### src/rtl/rdsep_pkg.sv
// Package: shared types and constant helpers for the read-pulse data separator.
// Assumes: callers pass non-negative nominal lengths and tolerance percentages.
package rdsep_pkg;

    // Which half of a bit cell the window currently frames.
    typedef enum logic {
        HALF_CLK  = 1'b0,
        HALF_DATA = 1'b1
    } half_e;

    // Shortest half-cell length the integrator may reach.
    function automatic int half_floor(input int nom, input int tol_pct);
        return nom - (nom * tol_pct) / 100;
    endfunction

    // Longest half-cell length the integrator may reach.
    function automatic int half_ceil(input int nom, input int tol_pct);
        return nom + (nom * tol_pct) / 100;
    endfunction

endpackage

### src/rtl/rdsep_sync.sv
// Module: brings the asynchronous read-pulse line into the clock domain through
// a flop chain and emits a one-cycle event on each rising edge.
// Assumes: pulses are high for at least two clocks; STAGES >= 2.
module rdsep_sync #(
    parameter int STAGES = 2
) (
    input  logic clk,
    input  logic rst_n,
    input  logic rd_in,
    output logic evt
);

    logic [STAGES-1:0] chain_q;
    logic              prev_q;

    // First stage samples the raw line.
    always_ff @(posedge clk) begin
        if (!rst_n) chain_q[0] <= 1'b0;
        else        chain_q[0] <= rd_in;
    end

    generate
        for (genvar s = 1; s < STAGES; s++) begin : g_stage
            // Each further stage resamples the stage before it.
            always_ff @(posedge clk) begin
                if (!rst_n) chain_q[s] <= 1'b0;
                else        chain_q[s] <= chain_q[s-1];
            end
        end
    endgenerate

    // Remember the last synchronized level for edge detection.
    always_ff @(posedge clk) begin
        if (!rst_n) prev_q <= 1'b0;
        else        prev_q <= chain_q[STAGES-1];
    end

    // Rising edge of the synchronized level.
    assign evt = chain_q[STAGES-1] & ~prev_q;

endmodule

### src/rtl/rdsep_integ.sv
// Module: speed-tracking integrator. Holds the half-cell length as a fixed-point
// value with FRAC_W fraction bits, adds each pulse's phase error in fraction
// units, clamps to the tolerance band and rounds to whole clocks.
// Assumes: err is the signed offset of a pulse from mid-window, valid when upd=1.
module rdsep_integ
    import rdsep_pkg::*;
#(
    parameter int HALF_NOM = 200,
    parameter int CNT_W    = 10,
    parameter int FRAC_W   = 5,
    parameter int TOL_PCT  = 12
) (
    input  logic                    clk,
    input  logic                    rst_n,
    input  logic                    upd,
    input  logic signed [CNT_W:0]   err,
    output logic [CNT_W-1:0]        half_period
);

    localparam int ACC_W   = CNT_W + FRAC_W + 2;
    localparam int MIN_I   = half_floor(HALF_NOM, TOL_PCT) * (2 ** FRAC_W);
    localparam int MAX_I   = half_ceil(HALF_NOM, TOL_PCT) * (2 ** FRAC_W);
    localparam int NOM_I   = HALF_NOM * (2 ** FRAC_W);
    localparam int ROUND_I = (2 ** FRAC_W) / 2;

    localparam logic signed [ACC_W-1:0] MIN_Q   = ACC_W'(MIN_I);
    localparam logic signed [ACC_W-1:0] MAX_Q   = ACC_W'(MAX_I);
    localparam logic signed [ACC_W-1:0] NOM_Q   = ACC_W'(NOM_I);
    localparam logic signed [ACC_W-1:0] ROUND_Q = ACC_W'(ROUND_I);

    logic signed [ACC_W-1:0] acc_q;
    logic signed [ACC_W-1:0] sum;
    logic signed [ACC_W-1:0] bounded;

    // Candidate length after adding this pulse's error.
    assign sum = acc_q + ACC_W'(err);

    // Hold the candidate inside the tolerance band.
    always_comb begin
        if (sum < MIN_Q)      bounded = MIN_Q;
        else if (sum > MAX_Q) bounded = MAX_Q;
        else                  bounded = sum;
    end

    // Integrator register: nominal at reset, updated once per pulse.
    always_ff @(posedge clk) begin
        if (!rst_n)   acc_q <= NOM_Q;
        else if (upd) acc_q <= bounded;
    end

    // Whole-clock length, rounded to nearest.
    assign half_period = CNT_W'((acc_q + ROUND_Q) >>> FRAC_W);

endmodule

### src/rtl/rdsep_phase.sv
// Module: window control and phase error adjustment. A counter runs through each
// half cell; at its end the window flips. A pulse measures its offset from
// mid-window and reloads the counter halfway toward the centre. Consecutive
// near-centre pulses build up lock.
// Assumes: evt is a one-cycle synchronized event; half_period >= 4.
module rdsep_phase
    import rdsep_pkg::*;
#(
    parameter int CNT_W  = 10,
    parameter int LOCK_N = 8
) (
    input  logic                  clk,
    input  logic                  rst_n,
    input  logic                  evt,
    input  logic [CNT_W-1:0]      half_period,
    output logic signed [CNT_W:0] err,
    output logic                  half_end,
    output half_e                 win,
    output logic                  strobe,
    output logic                  locked
);

    localparam int ERR_W = CNT_W + 1;
    localparam int LCK_W = $clog2(LOCK_N + 1);
    localparam logic [LCK_W-1:0] LOCK_FULL = LCK_W'(LOCK_N);

    logic [CNT_W-1:0]        ph_q;
    half_e                   win_q;
    logic [LCK_W-1:0]        run_q;
    logic                    strobe_q;
    logic [CNT_W-1:0]        mid;
    logic [CNT_W-1:0]        quarter;
    logic signed [ERR_W-1:0] half_err;
    logic [ERR_W:0]          corr;
    logic [ERR_W-1:0]        mag;
    logic                    wrap;
    logic                    hit;

    assign mid     = half_period >> 1;
    assign quarter = half_period >> 2;

    // Signed pulse offset from the centre of the current half.
    assign err = $signed({1'b0, ph_q}) - $signed({1'b0, mid});

    // Half of the error, rounded toward minus infinity.
    assign half_err = err >>> 1;

    // Counter value after pulling halfway toward the centre.
    assign corr = {2'b00, ph_q} + (ERR_W + 1)'(1) - {half_err[ERR_W-1], half_err};

    // Error magnitude and hit test against a quarter of the half cell.
    assign mag  = err[ERR_W-1] ? ERR_W'(-err) : ERR_W'(err);
    assign hit  = mag <= {1'b0, quarter};

    // End of the current half when no pulse overrides the counter.
    assign wrap     = ph_q >= (half_period - CNT_W'(1));
    assign half_end = !evt && wrap;

    // Phase counter and window: correction on a pulse, else count and flip.
    always_ff @(posedge clk) begin
        if (!rst_n) begin
            ph_q  <= '0;
            win_q <= HALF_DATA;
        end else if (evt) begin
            ph_q  <= CNT_W'(corr);
        end else if (wrap) begin
            ph_q  <= '0;
            win_q <= (win_q == HALF_DATA) ? HALF_CLK : HALF_DATA;
        end else begin
            ph_q  <= ph_q + CNT_W'(1);
        end
    end

    // Count consecutive hits, saturating; any miss restarts the run.
    always_ff @(posedge clk) begin
        if (!rst_n) begin
            run_q <= '0;
        end else if (evt) begin
            if (!hit)                   run_q <= '0;
            else if (run_q != LOCK_FULL) run_q <= run_q + LCK_W'(1);
        end
    end

    // Registered read-data strobe, one per pulse event.
    always_ff @(posedge clk) begin
        if (!rst_n) strobe_q <= 1'b0;
        else        strobe_q <= evt;
    end

    assign win    = win_q;
    assign strobe = strobe_q;
    assign locked = (run_q == LOCK_FULL);

endmodule

### src/rtl/rdsep_shift.sv
// Module: serial-to-parallel stage. Notes whether a pulse fell in the current
// half, shifts that bit into the data or clock register when the half ends,
// and presents a byte pair after every BYTE_W cells while locked.
// Assumes: evt and half_end never coincide; a cell is a data half then a clock half.
module rdsep_shift
    import rdsep_pkg::*;
#(
    parameter int BYTE_W = 8
) (
    input  logic              clk,
    input  logic              rst_n,
    input  logic              evt,
    input  logic              half_end,
    input  half_e             win,
    input  logic              locked,
    output logic [BYTE_W-1:0] data_byte,
    output logic [BYTE_W-1:0] clk_byte,
    output logic              byte_vld
);

    localparam int BC_W = $clog2(BYTE_W);
    localparam logic [BC_W-1:0] LAST_BIT = BC_W'(BYTE_W - 1);

    logic              seen_q;
    logic [BYTE_W-1:0] dsh_q;
    logic [BYTE_W-1:0] csh_q;
    logic [BC_W-1:0]   cnt_q;
    logic [BYTE_W-1:0] dout_q;
    logic [BYTE_W-1:0] cout_q;
    logic              vld_q;

    // Pulse-seen flag for the half in progress.
    always_ff @(posedge clk) begin
        if (!rst_n)        seen_q <= 1'b0;
        else if (evt)      seen_q <= 1'b1;
        else if (half_end) seen_q <= 1'b0;
    end

    // Shift the finished half's bit into the matching register.
    always_ff @(posedge clk) begin
        if (!rst_n) begin
            dsh_q <= '0;
            csh_q <= '0;
        end else if (half_end) begin
            if (win == HALF_DATA) dsh_q <= {dsh_q[BYTE_W-2:0], seen_q};
            else                  csh_q <= {csh_q[BYTE_W-2:0], seen_q};
        end
    end

    // Cell counter and byte hand-off, held idle while unlocked.
    always_ff @(posedge clk) begin
        if (!rst_n) begin
            cnt_q  <= '0;
            dout_q <= '0;
            cout_q <= '0;
            vld_q  <= 1'b0;
        end else if (!locked) begin
            cnt_q  <= '0;
            vld_q  <= 1'b0;
        end else if (half_end && win == HALF_CLK) begin
            cnt_q <= cnt_q + BC_W'(1);
            vld_q <= (cnt_q == LAST_BIT);
            if (cnt_q == LAST_BIT) begin
                dout_q <= dsh_q;
                cout_q <= {csh_q[BYTE_W-2:0], seen_q};
            end
        end else begin
            vld_q <= 1'b0;
        end
    end

    assign data_byte = dout_q;
    assign clk_byte  = cout_q;
    assign byte_vld  = vld_q;

endmodule

### src/rtl/rd_data_separator.sv
// Module: top of the digital data separator. Wires the synchronizer, the window
// and phase control, the speed integrator and the byte assembler together.
// Assumes: a free-running core clock well above the pulse rate; HALF_NOM gives
// the nominal half-cell length in clocks.
module rd_data_separator
    import rdsep_pkg::*;
#(
    parameter int HALF_NOM    = 200,
    parameter int CNT_W       = 10,
    parameter int FRAC_W      = 5,
    parameter int TOL_PCT     = 12,
    parameter int LOCK_N      = 8,
    parameter int SYNC_STAGES = 2,
    parameter int BYTE_W      = 8
) (
    input  logic              clk,
    input  logic              rst_n,
    input  logic              rd_in,
    output logic              rd_strobe,
    output logic              rd_win,
    output logic              locked,
    output logic [BYTE_W-1:0] data_byte,
    output logic [BYTE_W-1:0] clk_byte,
    output logic              byte_vld
);

    logic                  evt;
    logic                  half_end;
    logic signed [CNT_W:0] err;
    logic [CNT_W-1:0]      half_period;
    half_e                 win;

    rdsep_sync #(
        .STAGES (SYNC_STAGES)
    ) u_sync (
        .clk   (clk),
        .rst_n (rst_n),
        .rd_in (rd_in),
        .evt   (evt)
    );

    rdsep_phase #(
        .CNT_W  (CNT_W),
        .LOCK_N (LOCK_N)
    ) u_phase (
        .clk         (clk),
        .rst_n       (rst_n),
        .evt         (evt),
        .half_period (half_period),
        .err         (err),
        .half_end    (half_end),
        .win         (win),
        .strobe      (rd_strobe),
        .locked      (locked)
    );

    rdsep_integ #(
        .HALF_NOM (HALF_NOM),
        .CNT_W    (CNT_W),
        .FRAC_W   (FRAC_W),
        .TOL_PCT  (TOL_PCT)
    ) u_integ (
        .clk         (clk),
        .rst_n       (rst_n),
        .upd         (evt),
        .err         (err),
        .half_period (half_period)
    );

    rdsep_shift #(
        .BYTE_W (BYTE_W)
    ) u_shift (
        .clk       (clk),
        .rst_n     (rst_n),
        .evt       (evt),
        .half_end  (half_end),
        .win       (win),
        .locked    (locked),
        .data_byte (data_byte),
        .clk_byte  (clk_byte),
        .byte_vld  (byte_vld)
    );

    assign rd_win = (win == HALF_DATA);

endmodule

### config.mk
export PLATFORM = sky130hd
export DESIGN_NAME = rd_data_separator
export DESIGN_NICKNAME = d
export VERILOG_FILES = /design/src/rtl/rdsep_pkg.sv /design/src/rtl/rdsep_sync.sv /design/src/rtl/rdsep_integ.sv /design/src/rtl/rdsep_phase.sv /design/src/rtl/rdsep_shift.sv /design/src/rtl/rd_data_separator.sv
export SDC_FILE = /design/constraint.sdc
export NUM_CORES = 1
export LEC_CHECK = 0
export BUFFER_PORTS_ARGS = -buffer_cell sky130_fd_sc_hd__buf_2
export CAP_MARGIN = 0
export CELL_PAD_IN_SITES_DETAIL_PLACEMENT = 1
export CELL_PAD_IN_SITES_GLOBAL_PLACEMENT = 1
export CORE_UTILIZATION = 45
export CTS_BUF_LIST = sky130_fd_sc_hd__clkbuf_8
export DETAILED_ROUTE_END_ITERATION = 8
export PLACE_DENSITY = 0.82
export SYNTH_ARGS = -nofsm -noshare
export SYNTH_HDL_FRONTEND = slang
export SYNTH_SLANG_ARGS = --single-unit
export TNS_END_PERCENT = 1
### constraint.sdc
create_clock -name clk -period 5.85 [get_ports clk]
set_clock_uncertainty 0.1 [all_clocks]
set_input_delay 1.755 -clock clk [delete_from_list [all_inputs] [get_ports clk]]
set_output_delay 1.755 -clock clk [all_outputs]
set_load 0.02 [all_outputs]
==> key figures, run 1 <==
Power and ir drop
  • Final Power: ~0.0018 W
  • LEAKAGE: ~2.8 nW
  • Worst VDD drop: 0.1920 mV
  • Pwr dens: between 200 and 300 nW/µm²

Route
  • Initial DRC count: ~280
  • First drt pass iteration count: 7
  • Highest routed layer: met4
  • Metal1 wirelength: between 7 and 8 mm
  • Routed length per placed instance: just under 20 µm
  • Antenna viol nets, final: 0
  • DRC Markers: 0
  • Routed WL: between 15 and 20 mm
  • Met3 routed wirelength: ~670 µm
  • Total number of vias: ~5400
  • Met2 WL: about 9.1 mm
  • Vias per cell: 5.989

Placement
  • Placer Congestion: 0.9179
  • Inst Count DP: 885
  • Post-DP HPWL: approximately 13 mm
  • IO Port Bufs: 22
  • Placed instance area: around 6200 µm²

Synthesis
  • Syn nets: 760
  • Avg Cell Area, Syn: 8.398 µm²
  • Post-synthesis cell area: approximately 5900 µm²
  • Asr flop ratio synth: 0%
  • Yosys cell types: 85
  • Top_reg_cell synth: dfxtp_1
  • Post-synth EDFFs: 0
  • Yosys reg bits: 72
  • Cells after synthesis: between 600 and 700
  • Seq/Total Area, Yosys: 24.63%
  • Syn. warnings: 0

Floorplanning
  • Number of cell rows: between 40 and 50
  • I/O pin count: 23
  • Die Ht: 116.0 µm
  • Die area: ~13000 µm²
  • Horiz. Die Dim: 116.0 µm
  • Core Area: ~13000 µm²
  • Initial core utilization: a little under half

Worst setup path
  • Crit-path cells: ha_2 -> xor2_2 -> ha_2 -> nor2b_1 -> or3_1 -> a32oi_1 -> a311oi_1 -> a2111oi_2 -> a211oi_2 -> a31oi_2 -> xnor2_2 -> inv_1 -> ha_1 -> a211o_1 -> a2111oi_4 -> o31ai_4 -> and4_1 -> a311oi_1 -> a22oi_1 -> a21oi_1 -> nor2b_2 -> buf_4 -> a32o_1
  • CP Data Arrival Time: between 5 and 6 ns
  • Crit-path max cell delay: about 0.45 ns
  • Worst setup EP type: register
  • Crit Path Max Fanout: 9
  • Slowest-stage cell, CP: a2111oi_2
  • Req. time, crit path: roughly 6 ns
  • Setup CP Type: reg -> reg
  • Crit path launch type: register

Global routing
  • Number of global-route vias before repair: approximately 5700
  • Largest net degree at the start of global routing: between 50 and 60
  • Tot GR Track Use: 27.25%
  • Initial antenna violation count: 0
  • First-pass GRT wire length: 28.45 mm
  • GRT Residual Overflow: 0

Clock network
  • Total clock sinks: 72
  • H-tree lvl count: 3
  • Cts bufs inserted: 9
  • Clk_lat worst skew: around 0.35 ns
  • Clk buf depth: 2
  • CTS tree: built
  • CTS root buffer: clkbuf_8
  • Reg clk slew, reported paths: ~0.08 ns

Outcome
  • Outcome: completed

STA
  • # setup viols final: 0
  • Setup TNS: 0 ns
  • Fin. max-slew vios: 0
  • Worst-Margin Slew: between 0.9 and 1 ns
  • Max frequency: 0.1728 GHz
  • Slew headroom: 37.09%
  • Period minus WS final: between 5 and 6 ns
  • Period utilization: 98.95%
  • Hold Vio Cnt, Final: 0

Layout
  • Cell area after layout: about 6700 µm²
  • Utilization after layout: between 50% and 60%
  • Area Growth Syn to Fin: 14.28%
  • Inserted Diodes: 0
  • Post-route insts no fill: about 900
  • Final nets: just under 800
  • Layout cell share with drive strength beyond 1: about 18%

Flow run
  • Max-cap violations: 0

Min path
  • Hold crit path type: reg -> reg
-- power breakdown --
part           total [W]  switching (W)  leakage [nW]  internal [W]
clock network   0.000378       0.000215        0.0863      0.000163
registers       0.000546      0.0000389         0.583      0.000507
logic           0.000879       0.000512          2.14      0.000366
-- critical path, delay by kind of cell, from the launching register on --
kind / cells / cell delay, ns
AO/OA/AOI/OAI: 12 / 3.08
XOR/XNOR: 2 / 0.36
adder cells (fa/ha/maj): 3 / 0.76
buffers and inverters: 2 / 0.26
flip-flops: 1 / 0.39
AND/OR/NAND/NOR: 4 / 0.71
-- final cells by class --
cell class	count	area [µm²]
Fill cell	1557	5982
Multi-Input combinational cell	558	4365
Sequential cell	72	1444
Timing Repair Buffer	55	357.8
Tap cell	172	215.2
Clock buffer	9	123.9
Inverter	32	120.1
Clock inverter	7	62.56
-- state kept, by name, summed over array words and instances (netlist names) --
name,cells
u_integ.acc_q,17
u_phase.ph_q,10
u_shift.clk_byte,8
u_shift.data_byte,8
u_shift.dsh_q,8
u_shift.csh_q,7
u_phase.run_q,4
u_shift.cnt_q,3
u_sync.chain_q,2
u_phase.strobe,1
u_phase.win,1
u_shift.byte_vld,1
u_shift.seen_q,1
u_sync.prev_q,1
-- worst paths after layout --
| check | start | end | slack, ns | depth (start not counted) |
|---|---|---|---|---|
| setup reg to reg | u_integ.acc_q[5] | u_integ.acc_q[5] | 0.06 | 23 |
| hold / removal | u_shift.clk_byte[0] | u_shift.clk_byte[0] | 0.36 | 2 |
| setup / recovery | u_integ.acc_q[5] | u_integ.acc_q[5] | 0.06 | 23 |
| hold reg to reg | u_shift.clk_byte[0] | u_shift.clk_byte[0] | 0.36 | 2 |
-- repair_timing --
action                     in CTS  in global routing
buffers inserted                0                  4
pin swaps                       0                 11
resized for setup               9                 31
setup endpoints to repair      12                 17
cloned                          0                  0
hold buffers                    0                  0
-- cell usage after synthesis (all sizes together), types with 3 or more instances --
cell,n,area [µm²]
inv,31,116.4
a21o,22,165.2
or4,5,41.29
dfxtp,72,1441
nor2,48,180.2
and4,3,26.28
a211oi,5,52.55
o21a,6,45.04
o31ai,4,40.03
nand4,4,31.28
nand2b,9,56.30
nand2,67,251.5
o211ai,4,35.03
nand3,41,215.2
a211o,3,26.28
xor2,29,269.0
and2,9,56.30
xnor2,37,339.1
nor3b,3,22.52
o21ai,23,126.4
and3,12,80.08
buf,9,60.05
a2111oi,5,43.79
mux2i,27,282.8
or3,7,43.79
nor3,17,95.09
nor4,5,37.53
a21oi,41,205.2
a32o,8,80.08
a31oi,4,25.02
nand3b,3,22.52
nor2b,6,37.54
ha,58,725.7
o21bai,5,37.54
clkbuf,26,98.84
o41ai,3,45.05
-- cell usage in the layout (no fill, tap or decap), types with 4 or more instances in the layout --
cell,n
ha_1,54
xnor2_1,33
or4_1,4
o21a_1,6
nor3_1,14
nor2b_1,5
nor4_1,4
nand2b_1,9
mux2i_1,26
and2_1,9
buf_2,22
a211oi_2,4
nand3_1,39
o21bai_1,5
and3_1,11
inv_1,29
clkbuf_8,9
xor2_1,23
o21ai_0,20
dfxtp_1,70
nand2_1,67
buf_4,33
xnor2_2,4
or3_1,7
a32o_1,8
xor2_2,5
nor2_1,47
a21o_1,22
a21oi_1,40
-- layer usage --
layer,global-route usage [%],vias to the layer above
met3,4.132,26
met5,0,-
met4,9.658,0
met1,33.39,2707
met2,48.29,124
li1,-,2563
-- cell families after synthesis --
family	after synthesis	share of synthesized area, %
flip-flops	72	24.63
AO/OA/AOI/OAI	152	19.03
AND/OR/NAND/NOR	248	21.87
XOR/XNOR	68	11.16
buffers and inverters	67	4.767
adder cells (fa/ha/maj)	61	13.27
multiplexers	29	5.280
-- metrics by stage --
step	worst slack, ns	hold slack, ns
finish	0.06156	0.3626
global route	-0.1290	0.3875
CTS	0.005336	0.3634
detailed placement	-0.4694	0.3433
global placement	0.008235	0.3360
floorplan	0.1447	0.3119
Power figures use the tool's default switching activity.
==> run 2, diff against run 1 <==
--- a/config.mk
+++ b/config.mk
@@ -9,11 +9,12 @@
 export CAP_MARGIN = 0
 export CELL_PAD_IN_SITES_DETAIL_PLACEMENT = 1
 export CELL_PAD_IN_SITES_GLOBAL_PLACEMENT = 1
-export CORE_UTILIZATION = 45
+export CORE_UTILIZATION = 44
 export CTS_BUF_LIST = sky130_fd_sc_hd__clkbuf_8
 export DETAILED_ROUTE_END_ITERATION = 8
 export PLACE_DENSITY = 0.82
 export SYNTH_ARGS = -nofsm -noshare
 export SYNTH_HDL_FRONTEND = slang
+export SYNTH_HIERARCHICAL = 1
 export SYNTH_SLANG_ARGS = --single-unit
 export TNS_END_PERCENT = 1
==> run 2 against run 1 <==
Net effect: final cell count is 2.5% lower; core utilization shrank 2.6 points; die area decreased by 1.6%; critical endpoint is now u_integ/acc_q[2]; highest routed layer unchanged.
==> key figures, run 2 <==
Synthesis
  • Most frequent cell after synthesis: nand2_1
  • Seq/Total Area, Yosys: between 20% and 30%
  • Top_reg_cell synth: dfxtp_1
  • Top cell type's share of synthesized area: 25.62%
  • Yosys reg bits: between 70 and 80
  • Cells taking the most area after synthesis: dfxtp_1 (26%), ha_1 (15%), xnor2_1 (6.2%)
  • Syn nets: around 770
  • Post-synth EDFFs: 0
  • Area leader, netlist: dfxtp_1
  • Syn. warnings: 6
  • Asr flop ratio synth: 0%
  • Avg Cell Area, Syn: about 8.1 µm²
  • Cells after synthesis: approximately 700
  • Yosys cell types: 81
  • Synth top cells by count: nand2_1 (84), dfxtp_1 (72), ha_1 (68)
  • Post-synthesis cell area: 5627 µm²

Layout
  • Final nets: 783
  • Area Growth Syn to Fin: 9.429%
  • FF/Latch Area: 1441 µm²
  • Largest regs: u_integ/acc_q: 17 flops, u_phase/ph_q: 10 flops
  • Layout cell share with drive strength beyond 1: 11.34%
  • Multi-input logic area: 3979 µm²
  • Fillers: 1546
  • Commonest non-fill, non-tap cell in the layout: nand2_1
  • Cell area after layout: 6157 µm²
  • Commonest non-fill, non-tap cells in the layout: nand2_1 (84), dfxtp_1 (72), ha_1 (67), nand3_1 (54)
  • Inserted Diodes: 0
  • Largest register by flop count: u_integ/acc_q
  • Largest register FFs: 17

STA
  • Slew headroom: between 40 and 50%
  • RSZ-0062 raised after global routing: no
  • Setup TNS: 0 ns
  • Max frequency: roughly 0.18 GHz
  • Hold Vio Cnt, Final: 0
  • Worst-Margin Slew: between 0.8 and 0.9 ns
  • # setup viols final: 0
  • Fin. max-slew vios: 0
  • Period utilization: approximately 93%
  • Period minus WS final: approximately 5.5 ns

Route
  • DRC Markers: 0
  • Initial DRC count: between 200 and 300
  • First drt pass iteration count: 4
  • Routed WL: around 16 mm
  • Vias per cell: roughly 5.7
  • Routed length per placed instance: roughly 18 µm
  • Total number of vias: 5067
  • Antenna viol nets, final: 0

Clock network
  • Cts bufs inserted: 9
  • Clk buf depth: 2
  • Post-CTS setup repair buffer count: 0
  • CTS tree: built
  • CTS root buffer: clkbuf_8
  • Total clock sinks: 72
  • Hold buffer count at CTS: 0
  • H-tree lvl count: 3
  • Reg clk slew, reported paths: roughly 0.08 ns
  • Clk_lat worst skew: ~0.37 ns
  • Post-CTS Resized: 0

Worst setup path
  • CP Data Arrival Time: between 5 and 6 ns
  • CP delay by family, top: compound AO/OA/AOI/OAI gates
  • WP buf/inv: 2
  • Worst R2R Start: u_integ/acc_q[4]
  • Setup CP Type: reg -> reg
  • Worst setup EP type: register
  • Req. time, crit path: roughly 6.0 ns
  • Crit path from: u_integ/acc_q[4]
  • Crit-path max cell delay: between 0.4 and 0.5 ns
  • CP dominant cell by count: ha_1
  • Crit-path cells: ha_1 -> and3_1 -> xor2_1 -> inv_1 -> ha_1 -> a21oi_2 -> nand2b_1 -> nand3b_1 -> xnor2_4 -> inv_1 -> ha_1 -> a21oi_1 -> o21a_1 -> a21boi_2 -> a21oi_2 -> o22ai_2 -> nand4_1 -> a211o_2 -> o41ai_1
  • Crit Path Max Fanout: 10
  • Crit path launch type: register
  • Slowest-stage cell, CP: a211o_2

Floorplanning
  • Horiz. Die Dim: ~120 µm
  • Initial core utilization: 45.89%
  • Number of cell rows: 40
  • Die area: roughly 13000 µm²
  • Die Ht: 115.1 µm
  • Core Area: 12260 µm²
  • I/O pin count: 23

Power and ir drop
  • Pwr dens: about 280 nW/µm²
  • LEAKAGE: roughly 2.6 nW
  • Worst VDD drop: 0.2197 mV

Global routing
  • Initial antenna violation count: 0
  • Tot GR Track Use: about 25%
  • Largest net degree at the start of global routing: 34
  • Number of global-route vias before repair: about 5100
  • First-pass GRT wire length: 25.58 mm
  • GRT Residual Overflow: 0

Min path
  • Hold crit path type: reg -> reg
  • HP Start: u_sync/chain_q[0]

Placement
  • Post-DP HPWL: 12.03 mm
  • Placer Congestion: a little under 0.9
  • IO Port Bufs: 22
  • Placed instance area: between 5000 and 6000 µm²

Flow run
  • Max-cap violations: 0

Outcome
  • Outcome: completed
[run 2: metal layers]
| layer | share of wire [%] | GRT usage [%] | vias up |
|---|---|---|---|
| met2 | 49 | 42.77 | 65 |
| li1 | - | - | 2505 |
| met1 | 46 | 31.10 | 2473 |
| met5 | 0 | 0 | - |
| met3 | 2.8 | 4.217 | 24 |
| met4 | 1.7 | 8.398 | 0 |
[run 2: cells by family (layout without fill, tap and decap cells)]
| logic type | Yosys count | in the layout | share of synthesized area (%) |
|---|---|---|---|
| adder cells (fa/ha/maj) | 71 | 71 | 16.19 |
| AND/OR/NAND/NOR | 265 | 265 | 23.95 |
| AO/OA/AOI/OAI | 159 | 159 | 19.93 |
| XOR/XNOR | 55 | 55 | 8.828 |
| buffers and inverters | 67 | 90 | 5.136 |
| flip-flops | 72 | 72 | 25.62 |
| multiplexers | 2 | 2 | 0.3558 |
[run 2: final cells by class]
type	count	share of cell area, %
Inverter	45	2.743
Multi-Input combinational cell	552	64.62
Timing Repair Buffer	29	2.642
Sequential cell	72	23.41
Clock inverter	7	1.158
Tap cell	168	3.414
Clock buffer	9	2.012
[run 2: path summary, 6_finish.rpt]
path	end	cells past startpoint	slack [ns]
worst max register to register	u_integ/acc_q[2]	19	0.40
worst min-delay path	u_sync/chain_q[1]	1	0.35
worst max-delay path	u_integ/acc_q[2]	19	0.40
worst min register to register	u_sync/chain_q[1]	1	0.35
[run 2: through the flow]
step	util, %	hold WS [ns]	setup slack (ns)	power (W)	cells
6_report	50.21	0.3467	0.3957	0.001741	882
5_1_grt	50.21	0.3775	0.007907	0.001862	882
4_1_cts	49.54	0.3535	0.09400	0.001744	882
3_5_place_dp	47.95	0.3240	0.1611	0.001331	866
3_3_place_gp	47.95	0.3286	0.4321	0.001299	866
2_1_floorplan	-	0.3057	1.054	0.001139	691
[run 2: power by group]
| group | switching, W | total, W | internal (W) |
|---|---|---|---|
| registers | 0.0000319 | 0.000539 | 0.000507 |
| clock network | 0.000199 | 0.000395 | 0.000196 |
| logic | 0.000486 | 0.000806 | 0.000321 |
| total | 0.000717 | 0.00174 | 0.00102 |
